==> src/rtl/pcm_rx_pkg.sv <==
package pcm_rx_pkg;

    typedef enum logic [1:0] {
        WL_16 = 2'b00,
        WL_20 = 2'b01,
        WL_24 = 2'b10,
        WL_32 = 2'b11
    } wlen_e;

    typedef enum logic [1:0] {
        ST_HUNT  = 2'd0,
        ST_LEFT  = 2'd1,
        ST_RIGHT = 2'd2
    } frame_st_e;

    // number of leading bits of a word that reach the output
    function automatic logic [5:0] kept_bits(input wlen_e wl);
        unique case (wl)
            WL_16:   return 6'd16;
            WL_20:   return 6'd20;
            default: return 6'd24;
        endcase
    endfunction

endpackage

==> src/rtl/pcm_rx_sync.sv <==
module pcm_rx_sync #(
    parameter int W      = 5,
    parameter int STAGES = 2
) (
    input  logic         clk,
    input  logic         rst_n,
    input  logic [W-1:0] din,
    output logic [W-1:0] dout
);
    logic [W-1:0] pipe [STAGES];

    always_ff @(posedge clk or negedge rst_n) begin
        if (!rst_n) begin
            for (int i = 0; i < STAGES; i++) pipe[i] <= '0;
        end else begin
            pipe[0] <= din;
            for (int i = 1; i < STAGES; i++) pipe[i] <= pipe[i-1];
        end
    end

    assign dout = pipe[STAGES-1];
endmodule

==> src/rtl/pcm_rx_framer.sv <==
module pcm_rx_framer
    import pcm_rx_pkg::*;
#(
    parameter int CW = 6
) (
    input  logic          clk,
    input  logic          rst_n,
    input  logic          sclk_s,
    input  logic          ws_s,
    input  logic          inv,
    output logic          shift_en,
    output logic          end_left,
    output logic          end_right,
    output logic [CW-1:0] bit_idx
);
    localparam logic [CW-1:0] IDX_MAX = '1;

    frame_st_e state_q, state_d;
    logic      sclk_prev, ws_prev;
    logic      tick, trans;

    always_ff @(posedge clk or negedge rst_n) begin
        if (!rst_n) begin
            sclk_prev <= 1'b0;
            ws_prev   <= 1'b0;
        end else begin
            sclk_prev <= sclk_s;
            if (tick) ws_prev <= ws_s;
        end
    end

    assign tick  = inv ? (sclk_prev & ~sclk_s) : (sclk_s & ~sclk_prev);
    assign trans = tick && (ws_s != ws_prev);

    // state register
    always_ff @(posedge clk or negedge rst_n) begin
        if (!rst_n) state_q <= ST_HUNT;
        else        state_q <= state_d;
    end

    always_comb begin
        state_d = state_q;
        unique case (state_q)
            ST_HUNT:  if (trans && !ws_s) state_d = ST_LEFT;
            ST_LEFT:  if (trans)          state_d = ST_RIGHT;
            ST_RIGHT: if (trans)          state_d = ST_LEFT;
            default:                      state_d = ST_HUNT;
        endcase
    end

    // outputs
    always_comb begin
        shift_en  = tick && (state_q != ST_HUNT);
        end_left  = trans && (state_q == ST_LEFT);
        end_right = trans && (state_q == ST_RIGHT);
    end

    always_ff @(posedge clk or negedge rst_n) begin
        if (!rst_n)                          bit_idx <= '0;
        else if (trans)                      bit_idx <= '0;
        else if (tick && bit_idx != IDX_MAX) bit_idx <= bit_idx + 1'b1;
    end

    // bit position saturates, so late bits can never wrap into the word
    assert_idx_saturates_R9: assert property (@(posedge clk) disable iff (!rst_n)
        (bit_idx == IDX_MAX && !trans) |=> bit_idx == IDX_MAX);

    // closing a right phase always returns to the left phase
    assert_right_then_left_R8: assert property (@(posedge clk) disable iff (!rst_n)
        end_right |=> state_q == ST_LEFT);
endmodule

==> src/rtl/pcm_rx_lane.sv <==
module pcm_rx_lane #(
    parameter int SW = 24,
    parameter int CW = 6
) (
    input  logic          clk,
    input  logic          rst_n,
    input  logic          sd,
    input  logic          shift_en,
    input  logic          end_left,
    input  logic          end_right,
    input  logic [CW-1:0] bit_idx,
    input  logic [CW-1:0] keep,
    output logic [SW-1:0] left_word,
    output logic [SW-1:0] cur_word
);
    localparam int IW = $clog2(SW);

    logic [SW-1:0] word_q;
    logic [CW-1:0] pos;
    logic          ins;

    assign ins = shift_en && (bit_idx < keep);
    assign pos = CW'(SW - 1) - bit_idx;

    always_comb begin
        cur_word = word_q;
        if (ins) cur_word[pos[IW-1:0]] = sd;
    end

    always_ff @(posedge clk or negedge rst_n) begin
        if (!rst_n) begin
            word_q    <= '0;
            left_word <= '0;
        end else if (end_left) begin
            left_word <= cur_word;
            word_q    <= '0;
        end else if (end_right) begin
            word_q    <= '0;
        end else begin
            word_q    <= cur_word;
        end
    end
endmodule

==> src/rtl/tri_lane_pcm_rx.sv <==
module tri_lane_pcm_rx
    import pcm_rx_pkg::*;
#(
    parameter int LANES       = 3,
    parameter int SAMPLE_W    = 24,
    parameter int SYNC_STAGES = 2
) (
    input  logic                      clk,
    input  logic                      rst_n,
    input  logic                      bit_clk,
    input  logic                      word_clk,
    input  logic [2:0]                lane_data,
    input  logic [1:0]                word_len,
    input  logic                      bit_clk_inv,
    output logic [3*SAMPLE_W-1:0]     left_samples,
    output logic [3*SAMPLE_W-1:0]     right_samples,
    output logic                      samples_valid
);
    localparam int CW    = 6;
    localparam int SYN_W = LANES + 2;

    logic [SYN_W-1:0] syn_out;
    logic             shift_en, end_left, end_right;
    logic [CW-1:0]    bit_idx, keep;
    logic [SAMPLE_W-1:0] lane_left [LANES];
    logic [SAMPLE_W-1:0] lane_cur  [LANES];

    pcm_rx_sync #(.W(SYN_W), .STAGES(SYNC_STAGES)) u_sync (
        .clk  (clk),
        .rst_n(rst_n),
        .din  ({lane_data[LANES-1:0], word_clk, bit_clk}),
        .dout (syn_out)
    );

    pcm_rx_framer #(.CW(CW)) u_framer (
        .clk      (clk),
        .rst_n    (rst_n),
        .sclk_s   (syn_out[0]),
        .ws_s     (syn_out[1]),
        .inv      (bit_clk_inv),
        .shift_en (shift_en),
        .end_left (end_left),
        .end_right(end_right),
        .bit_idx  (bit_idx)
    );

    assign keep = kept_bits(wlen_e'(word_len));

    for (genvar l = 0; l < LANES; l++) begin : g_lane
        pcm_rx_lane #(.SW(SAMPLE_W), .CW(CW)) u_lane (
            .clk      (clk),
            .rst_n    (rst_n),
            .sd       (syn_out[2+l]),
            .shift_en (shift_en),
            .end_left (end_left),
            .end_right(end_right),
            .bit_idx  (bit_idx),
            .keep     (keep),
            .left_word(lane_left[l]),
            .cur_word (lane_cur[l])
        );

        // 16-bit words leave the low bits zero
        assert_pad16_R4: assert property (@(posedge clk) disable iff (!rst_n)
            (samples_valid && word_len == 2'b00) |->
            (left_samples[l*SAMPLE_W +: (SAMPLE_W-16)] == '0 &&
             right_samples[l*SAMPLE_W +: (SAMPLE_W-16)] == '0));

        // 20-bit words leave the low bits zero
        assert_pad20_R5: assert property (@(posedge clk) disable iff (!rst_n)
            (samples_valid && word_len == 2'b01) |->
            (left_samples[l*SAMPLE_W +: (SAMPLE_W-20)] == '0 &&
             right_samples[l*SAMPLE_W +: (SAMPLE_W-20)] == '0));
    end

    always_ff @(posedge clk or negedge rst_n) begin
        if (!rst_n) begin
            left_samples  <= '0;
            right_samples <= '0;
            samples_valid <= 1'b0;
        end else begin
            samples_valid <= end_right;
            if (end_right) begin
                for (int l = 0; l < LANES; l++) begin
                    left_samples[l*SAMPLE_W +: SAMPLE_W]  <= lane_left[l];
                    right_samples[l*SAMPLE_W +: SAMPLE_W] <= lane_cur[l];
                end
            end
        end
    end

    // strobe lasts one cycle
    assert_valid_single_R10: assert property (@(posedge clk) disable iff (!rst_n)
        samples_valid |=> !samples_valid);

    // samples move only together with the strobe
    assert_hold_between_R10: assert property (@(posedge clk) disable iff (!rst_n)
        (!$stable(left_samples) || !$stable(right_samples)) |-> samples_valid);
endmodule

==> config.mk <==
export PLATFORM = sky130hd
export DESIGN_NAME = tri_lane_pcm_rx
export DESIGN_NICKNAME = d
export VERILOG_FILES = /design/src/rtl/pcm_rx_pkg.sv /design/src/rtl/pcm_rx_sync.sv /design/src/rtl/pcm_rx_framer.sv /design/src/rtl/pcm_rx_lane.sv /design/src/rtl/tri_lane_pcm_rx.sv
export SDC_FILE = /design/constraint.sdc
export NUM_CORES = 1
export LEC_CHECK = 0
export CAP_MARGIN = 20
export CORE_UTILIZATION = 50
export DETAILED_ROUTE_END_ITERATION = 10
export GPL_TIMING_DRIVEN = 1
export PLACE_DENSITY = 0.72
export SLEW_MARGIN = 0
export SYNTH_ARGS = -nofsm -noshare
export SYNTH_HDL_FRONTEND = slang
export SYNTH_SLANG_ARGS = --single-unit
==> constraint.sdc <==
create_clock -name clk -period 2.9 [get_ports clk]
set_input_delay 0.435 -clock clk [delete_from_list [all_inputs] [get_ports clk]]
set_output_delay 0.435 -clock clk [all_outputs]
set_load 0.02 [all_outputs]
==> metrics.txt, run 1 <==
Die W 158.0 um; total CTS buffers 30; final hold slack 0.3232 ns; dpl ws 0.03120 ns; WL/cell 19.12 um; Slew Limit Fails 0; die footprint 24,960 um^2; synth cell count leaders 309 x dfrtp_1, 150 x nor2_1, 79 x o21ai_0; Vias/cell 5.528; Critical-path top delay cell dfrtp_1; Post-route DRC 0; Synthesized Nets 1,032; Congestion Overflow GR 0; worst-margin pin slew 0.9187 ns; Final ANT Viol Nets 0; Final Hold Viols 0; CP bufs+invs 1; crit path DAT 2.86 ns; Top delay family on crit path compound AO/OA/AOI/OAI gates; register area share after synthesis 63.55%; HP Class in2reg; Post-CTS Setup Bufs 0; Ys Warns 0; clk sinks 309; Req. time, crit path 3.30 ns; num rows 56; Synth Flop Type dfrtp_1; Unique masters post-synth 49; Synth top area share 63.55%; first-pass iteration count of the detailed router 6; Final Skew 0.01718 ns; nets@finish 1,193; CTS Root Cell clkbuf_16; Layout area overhead 25.42%; Setup Viol. Count Final 0; vias in the first global route 8,424; I/O pin count 155; top-count cell post-synth dfrtp_1; CTS Buffer Depth 3; Vias 8,397; max-cap violations 0; crit-path cells ha_1, nor4bb_1, o2111ai_1, buf_4, o21ai_0, a31oi_1; CORE AREA 23,680 um^2; status finished, final reports clean; CP max stage delay 0.56 ns; Worst VDD drop 0.6152 mV; Mean Syn Cell Area 11.96 um^2; HPWL after DPL 19,260 um; crit end category register; Post-Route WL 29,040 um; setup TNS 0 ns; Die H 158.0 um; P_leak 7.107 nW; reg2reg setup slack 0.44 ns; port bufs 154; worst-path maximum fanout 15; Layout fillers 1,887; minimum clock period 2.462 ns; Fmax 406.2 MHz; worst skew pair latency 0.55 ns; initial antenna violation count 0; pwr/cell area 896.6 nW/um^2; CP startpoint kind register; post-synth top area cell dfrtp_1; ant diodes 0; first-pass GRT wire length 46,340 um; pin count of the biggest net entering global routing 89; CTS HTree Levels 1; GPL Wtd Cong 0.8218; RSZ-0062 raised after global routing no; Cells after Synth 1,017; largest cells by area after synthesis dfrtp_1 64%, mux2_2 6.7%, nor2_1 4.6%, mux2i_1 4.0%, o21ai_0 3.2%; number of flops mapped to enable cells by yosys 0; Global Route Usage Sum 24.16%; asr flop ratio synth 100.0%; drt initial violations 632; Synth Cell Area 12,170 um^2; Reg clk slew, reported paths 0.06 ns; Initial Util 51.37%; final worst slack 0.4380 ns; proportion of layout cells with a drive suffix above 1 15.17%; CTS tree yes; period utilization 84.90%; max_slew headroom 38.75%; kind of critical path reg2reg; #FFs+latches synth 309
## through the flow
stage,cells,util (%),instance area (um^2),total power [W]
after floorplan,1017,-,12170,0.007887
after global placement,1463,60.05,14220,0.009637
after detailed placement,1464,60.10,14230,0.009776
after CTS,1519,64.43,15260,0.01376
after global routing,1519,64.43,15260,0.01434
final,1519,64.43,15260,0.01368
## registers in the layout, indices dropped and copies added, names as in the netlist
register and cells:
u_framer.sclk_prev 1, samples_valid 1, u_framer.state_q 2, left_samples 72, g_lane.u_lane.left_word 72, u_framer.bit_idx 6
right_samples 72, u_sync.dout 5, g_lane.u_lane.word_q 72, u_sync.pipe 5, u_framer.ws_prev 1
## layout by cell type, fill, tap and decap left out, types with 6 or more instances in the layout
master and n:
mux2_2 72, mux2i_1 49, clkbuf_8 9, clkbuf_16 31, buf_4 30, nor2b_1 8
o2111ai_1 9, nand2b_1 7, nand2_1 58, and2_1 6, clkdlybuf4s50_1 153, dfrtp_1 309
nand4_1 12, buf_12 11, nor2_1 150, clkinv_2 7, nand3_1 8, a21oi_1 75
inv_1 9, o21ai_0 79, a31oi_1 48
## final timing paths
path                            depth (start not counted)                              to           startpoint
worst max register to register                          6   g_lane[1].u_lane.left_word[2]  u_framer.bit_idx[3]
worst min-delay path                                    1                  u_sync.pipe[9]         lane_data[2]
worst max-delay path                                    6   g_lane[1].u_lane.left_word[2]  u_framer.bit_idx[3]
worst min register to register                          0                  u_sync.dout[0]       u_sync.pipe[5]
min in group asynchronous                               2   g_lane[1].u_lane.left_word[7]                rst_n
max in group asynchronous                               3  g_lane[1].u_lane.left_word[12]                rst_n
## cell type report
class                   instances  area [um^2]  share of cell area [%]
clock inverters                10        102.6                  0.6724
clock buffers                  44        914.6                   5.994
well taps                     319        399.1                   2.616
repair buffers                197         2013                   13.19
flip-flops and latches        309         7732                   50.67
inverters                       9        33.78                  0.2214
multi-input cells             631         4064                   26.63
## power breakdown
part,internal [W],switching (W)
clock,0.00235,0.00161
combinational,0.00169,0.00213
sequential,0.00527,0.000631
total,0.00931,0.00437
## metal layers
metal / global-route usage [%] / up-vias / wire [um]
met1: 34.73 / 4236 / 12950
met3: 3.832 / 39 / 1798
li1: - / 3867 / -
met5: 0 / - / 0
met4: 7.051 / 0 / 586
met2: 38.10 / 255 / 13700
## what timing repair did
action                     CTS  global route
hold endpoints to repair    75             0
gates resized for setup      0             0
hold buffers                 1             0
setup endpoints to repair    0             0
## kinds of logic after synthesis
family,after synthesis,share of synthesized area (%)
fa+ha+maj,5,0.5142
buf+inv,77,3.311
simple gates,267,9.770
compound gates,235,11.94
flops,309,63.55
xor+xnor,3,0.2160
mux,121,10.70
## worst register-to-register path, stage by stage, from the launching register on
cell and delay [ns]:
dfrtp_1 0.56, ha_1 0.34, nor4bb_1 0.42, o2111ai_1 0.18
buf_4 0.22, o21ai_0 0.42, a31oi_1 0.16
(Power assumes the default switching activity.)
==> run 2, diff against run 1 <==
==> constraint.sdc (replaced) <==
create_clock -name clk -period 2.6 [get_ports clk]
set_input_delay 0.39 -clock clk [delete_from_list [all_inputs] [get_ports clk]]
set_output_delay 0.39 -clock clk [all_outputs]
set_load 0.02 [all_outputs]
==> metrics.txt, run 2 (same netlist as run 1, synthesis figures left out) <==
vias in the first global route 8,632 (was 8,424); Post-route DRC 0 (unchanged); DRT met1 WL 12,710 um (was 12,950 um); first-pass iteration count of the detailed router 4 (was 6); CP startpoint kind register (unchanged); pwr/cell area 1005 nW/um^2 (was 896.6 nW/um^2); pin count of the biggest net entering global routing 98 (was 89); Worst VDD drop 0.7490 mV (was 0.6152 mV); initial antenna violation count 0 (unchanged); CP max stage delay 0.65 ns (was 0.56 ns); Met3 Routed Length 1620 um (was 1798 um); I/O pin count 155 (unchanged); GPL Wtd Cong 0.8283 (was 0.8218); Fmax 415.2 MHz (was 406.2 MHz); DP Area 14,510 um^2 (was 14,230 um^2); CTS HTree Levels 1 (unchanged); CTS Buffer Depth 3 (unchanged); die footprint 24,960 um^2 (unchanged); Post-CTS Setup Bufs 0 (unchanged); ant diodes 0 (unchanged); Vias/cell 5.456 (was 5.528); Worst Reg2Reg Path Length in Cells 7 (was 6); hold path depth 1 (unchanged); WL met2 13,730 um (was 13,700 um); worst r2r src u_framer.bit_idx[1] (was u_framer.bit_idx[3]); RSZ-0062 raised after global routing no (unchanged); num rows 56 (unchanged); Final ANT Viol Nets 0 (unchanged); Final Hold Viols 0 (unchanged); final instance area 15,640 um^2 (was 15,260 um^2); Final Skew 0.009635 ns (was 0.01718 ns); drt initial violations 494 (was 632); Register Area 7732 um^2 (unchanged); Global Route Usage Sum 23.86% (was 24.16%); HP Class in2reg (unchanged); first-pass GRT wire length 46,130 um (was 46,340 um); RR Endpoint g_lane[1].u_lane.left_word[22] (was g_lane[1].u_lane.left_word[2]); commonest cells after routing, fill and taps aside 309 x dfrtp_1, 153 x clkdlybuf4s50_1, 150 x nor2_1 (unchanged); setup TNS 0 ns (unchanged); Die W 158.0 um (unchanged); Vias 8,478 (was 8,397); reg2reg setup slack 0.19 ns (was 0.44 ns); Slew Limit Fails 0 (unchanged); minimum clock period 2.408 ns (was 2.462 ns); crit end category register (unchanged); crit path DAT 2.82 ns (was 2.86 ns); kind of critical path reg2reg (unchanged); WL/cell 18.45 um (was 19.12 um); hold path startpoint word_clk (was lane_data[2]); Initial Util 51.37% (unchanged); clk sinks 309 (unchanged); HPWL after DPL 19,100 um (was 19,260 um); multi-input logic area 4064 um^2 (unchanged); Critical-path top delay cell or4b_2 (was dfrtp_1); Die H 158.0 um (unchanged); period utilization 92.62% (was 84.90%); Layout fillers 1,823 (was 1,887); hold path endpoint u_sync.pipe[6] (was u_sync.pipe[9]); Setup Viol. Count Final 0 (unchanged); total CTS buffers 31 (was 30); worst-path maximum fanout 5 (was 15); CTS tree yes (unchanged); Post-Route WL 28,680 um (was 29,040 um); proportion of layout cells with a drive suffix above 1 17.49% (was 15.17%); P_leak 7.317 nW (was 7.107 nW); top layer used by detailed routing met4 (unchanged); crit-path cells inv_1, ha_1, or4b_2, a211oi_4, buf_4, mux2i_1, o21ai_0 (was ha_1, nor4bb_1, o2111ai_1, buf_4, o21ai_0, a31oi_1); worst skew pair latency 0.55 ns (about the same); max-cap violations 0 (unchanged); commonest non-fill, non-tap cell in the layout dfrtp_1 (unchanged); Layout area overhead 28.52% (was 25.42%); nets@finish 1,227 (was 1,193); status finished, final reports clean (unchanged); CTS Root Cell clkbuf_16 (unchanged); port bufs 154 (unchanged); worst-margin pin slew 0.7476 ns (was 0.9187 ns); Congestion Overflow GR 0 (unchanged); Req. time, crit path 3.01 ns (was 3.30 ns); max_slew headroom 50.16% (was 38.75%); Reg clk slew, reported paths 0.06 ns (about the same); CORE AREA 23,680 um^2 (unchanged); post-CTS resize count 0 (unchanged)
-- run 2: worst max-delay path by stage --
stage / start / to / slack, ns
2_1_floorplan: u_framer.bit_idx[1] / g_lane[1].u_lane.left_word[22] / 0.51
3_3_place_gp: bit_clk_inv / left_samples[15] / 0.03
3_5_place_dp: bit_clk_inv / g_lane[1].u_lane.left_word[22] / -0.03
4_1_cts: u_framer.bit_idx[1] / g_lane[1].u_lane.left_word[22] / 0.21
5_1_grt: u_framer.bit_idx[1] / g_lane[1].u_lane.left_word[22] / 0.07
6_report: u_framer.bit_idx[1] / g_lane[1].u_lane.left_word[22] / 0.19
-- run 2: layout make-up --
cell class              instances  share of cell area [%]
clock inverters                12                   1.384
well taps                     319                   2.553
inverters                       9                  0.2161
multi-input cells             631                   25.99
clock buffers                  44                   5.785
repair buffers                230                   14.62
flip-flops and latches        309                   49.45
-- run 2: where the power goes --
group	switching, W	internal, W
registers	0.000685	0.00588
clock network	0.00181	0.00300
logic	0.00240	0.00195
total	0.00489	0.0108
-- run 2: metrics by stage --
stage	hold WS (ns)	worst slack [ns]	util, %	cells	total power [W]
after floorplan	0.09441	0.5109	-	1017	0.008797
after global placement	0.3346	0.02756	61.20	1496	0.01082
after detailed placement	0.3356	-0.02988	61.25	1497	0.01098
after CTS	0.2680	0.2054	66.02	1554	0.01584
after global routing	0.2614	0.06809	66.02	1554	0.01647
final	0.2831	0.1918	66.02	1554	0.01572
-- run 2: per-layer routing --
metal  track usage, %  vias up
li1                 -     3933
met1            33.43     4247
met2            38.79      243
met3            4.298       55
met4            5.678        0
met5                0        -
-- run 2: critical path, delay by kind of cell (launching register included) --
kind            cells  cell delay (ns)
simple gates        1             0.65
compound gates      2             0.46
flops               1             0.42
mux                 1             0.30
buf+inv             2             0.27
fa+ha+maj           1             0.17
-- run 2: repair_timing --
item                                   CTS  global route
endpoints found under the hold margin   56             0
setup endpoints to repair                0             0
hold buffers                             1             0
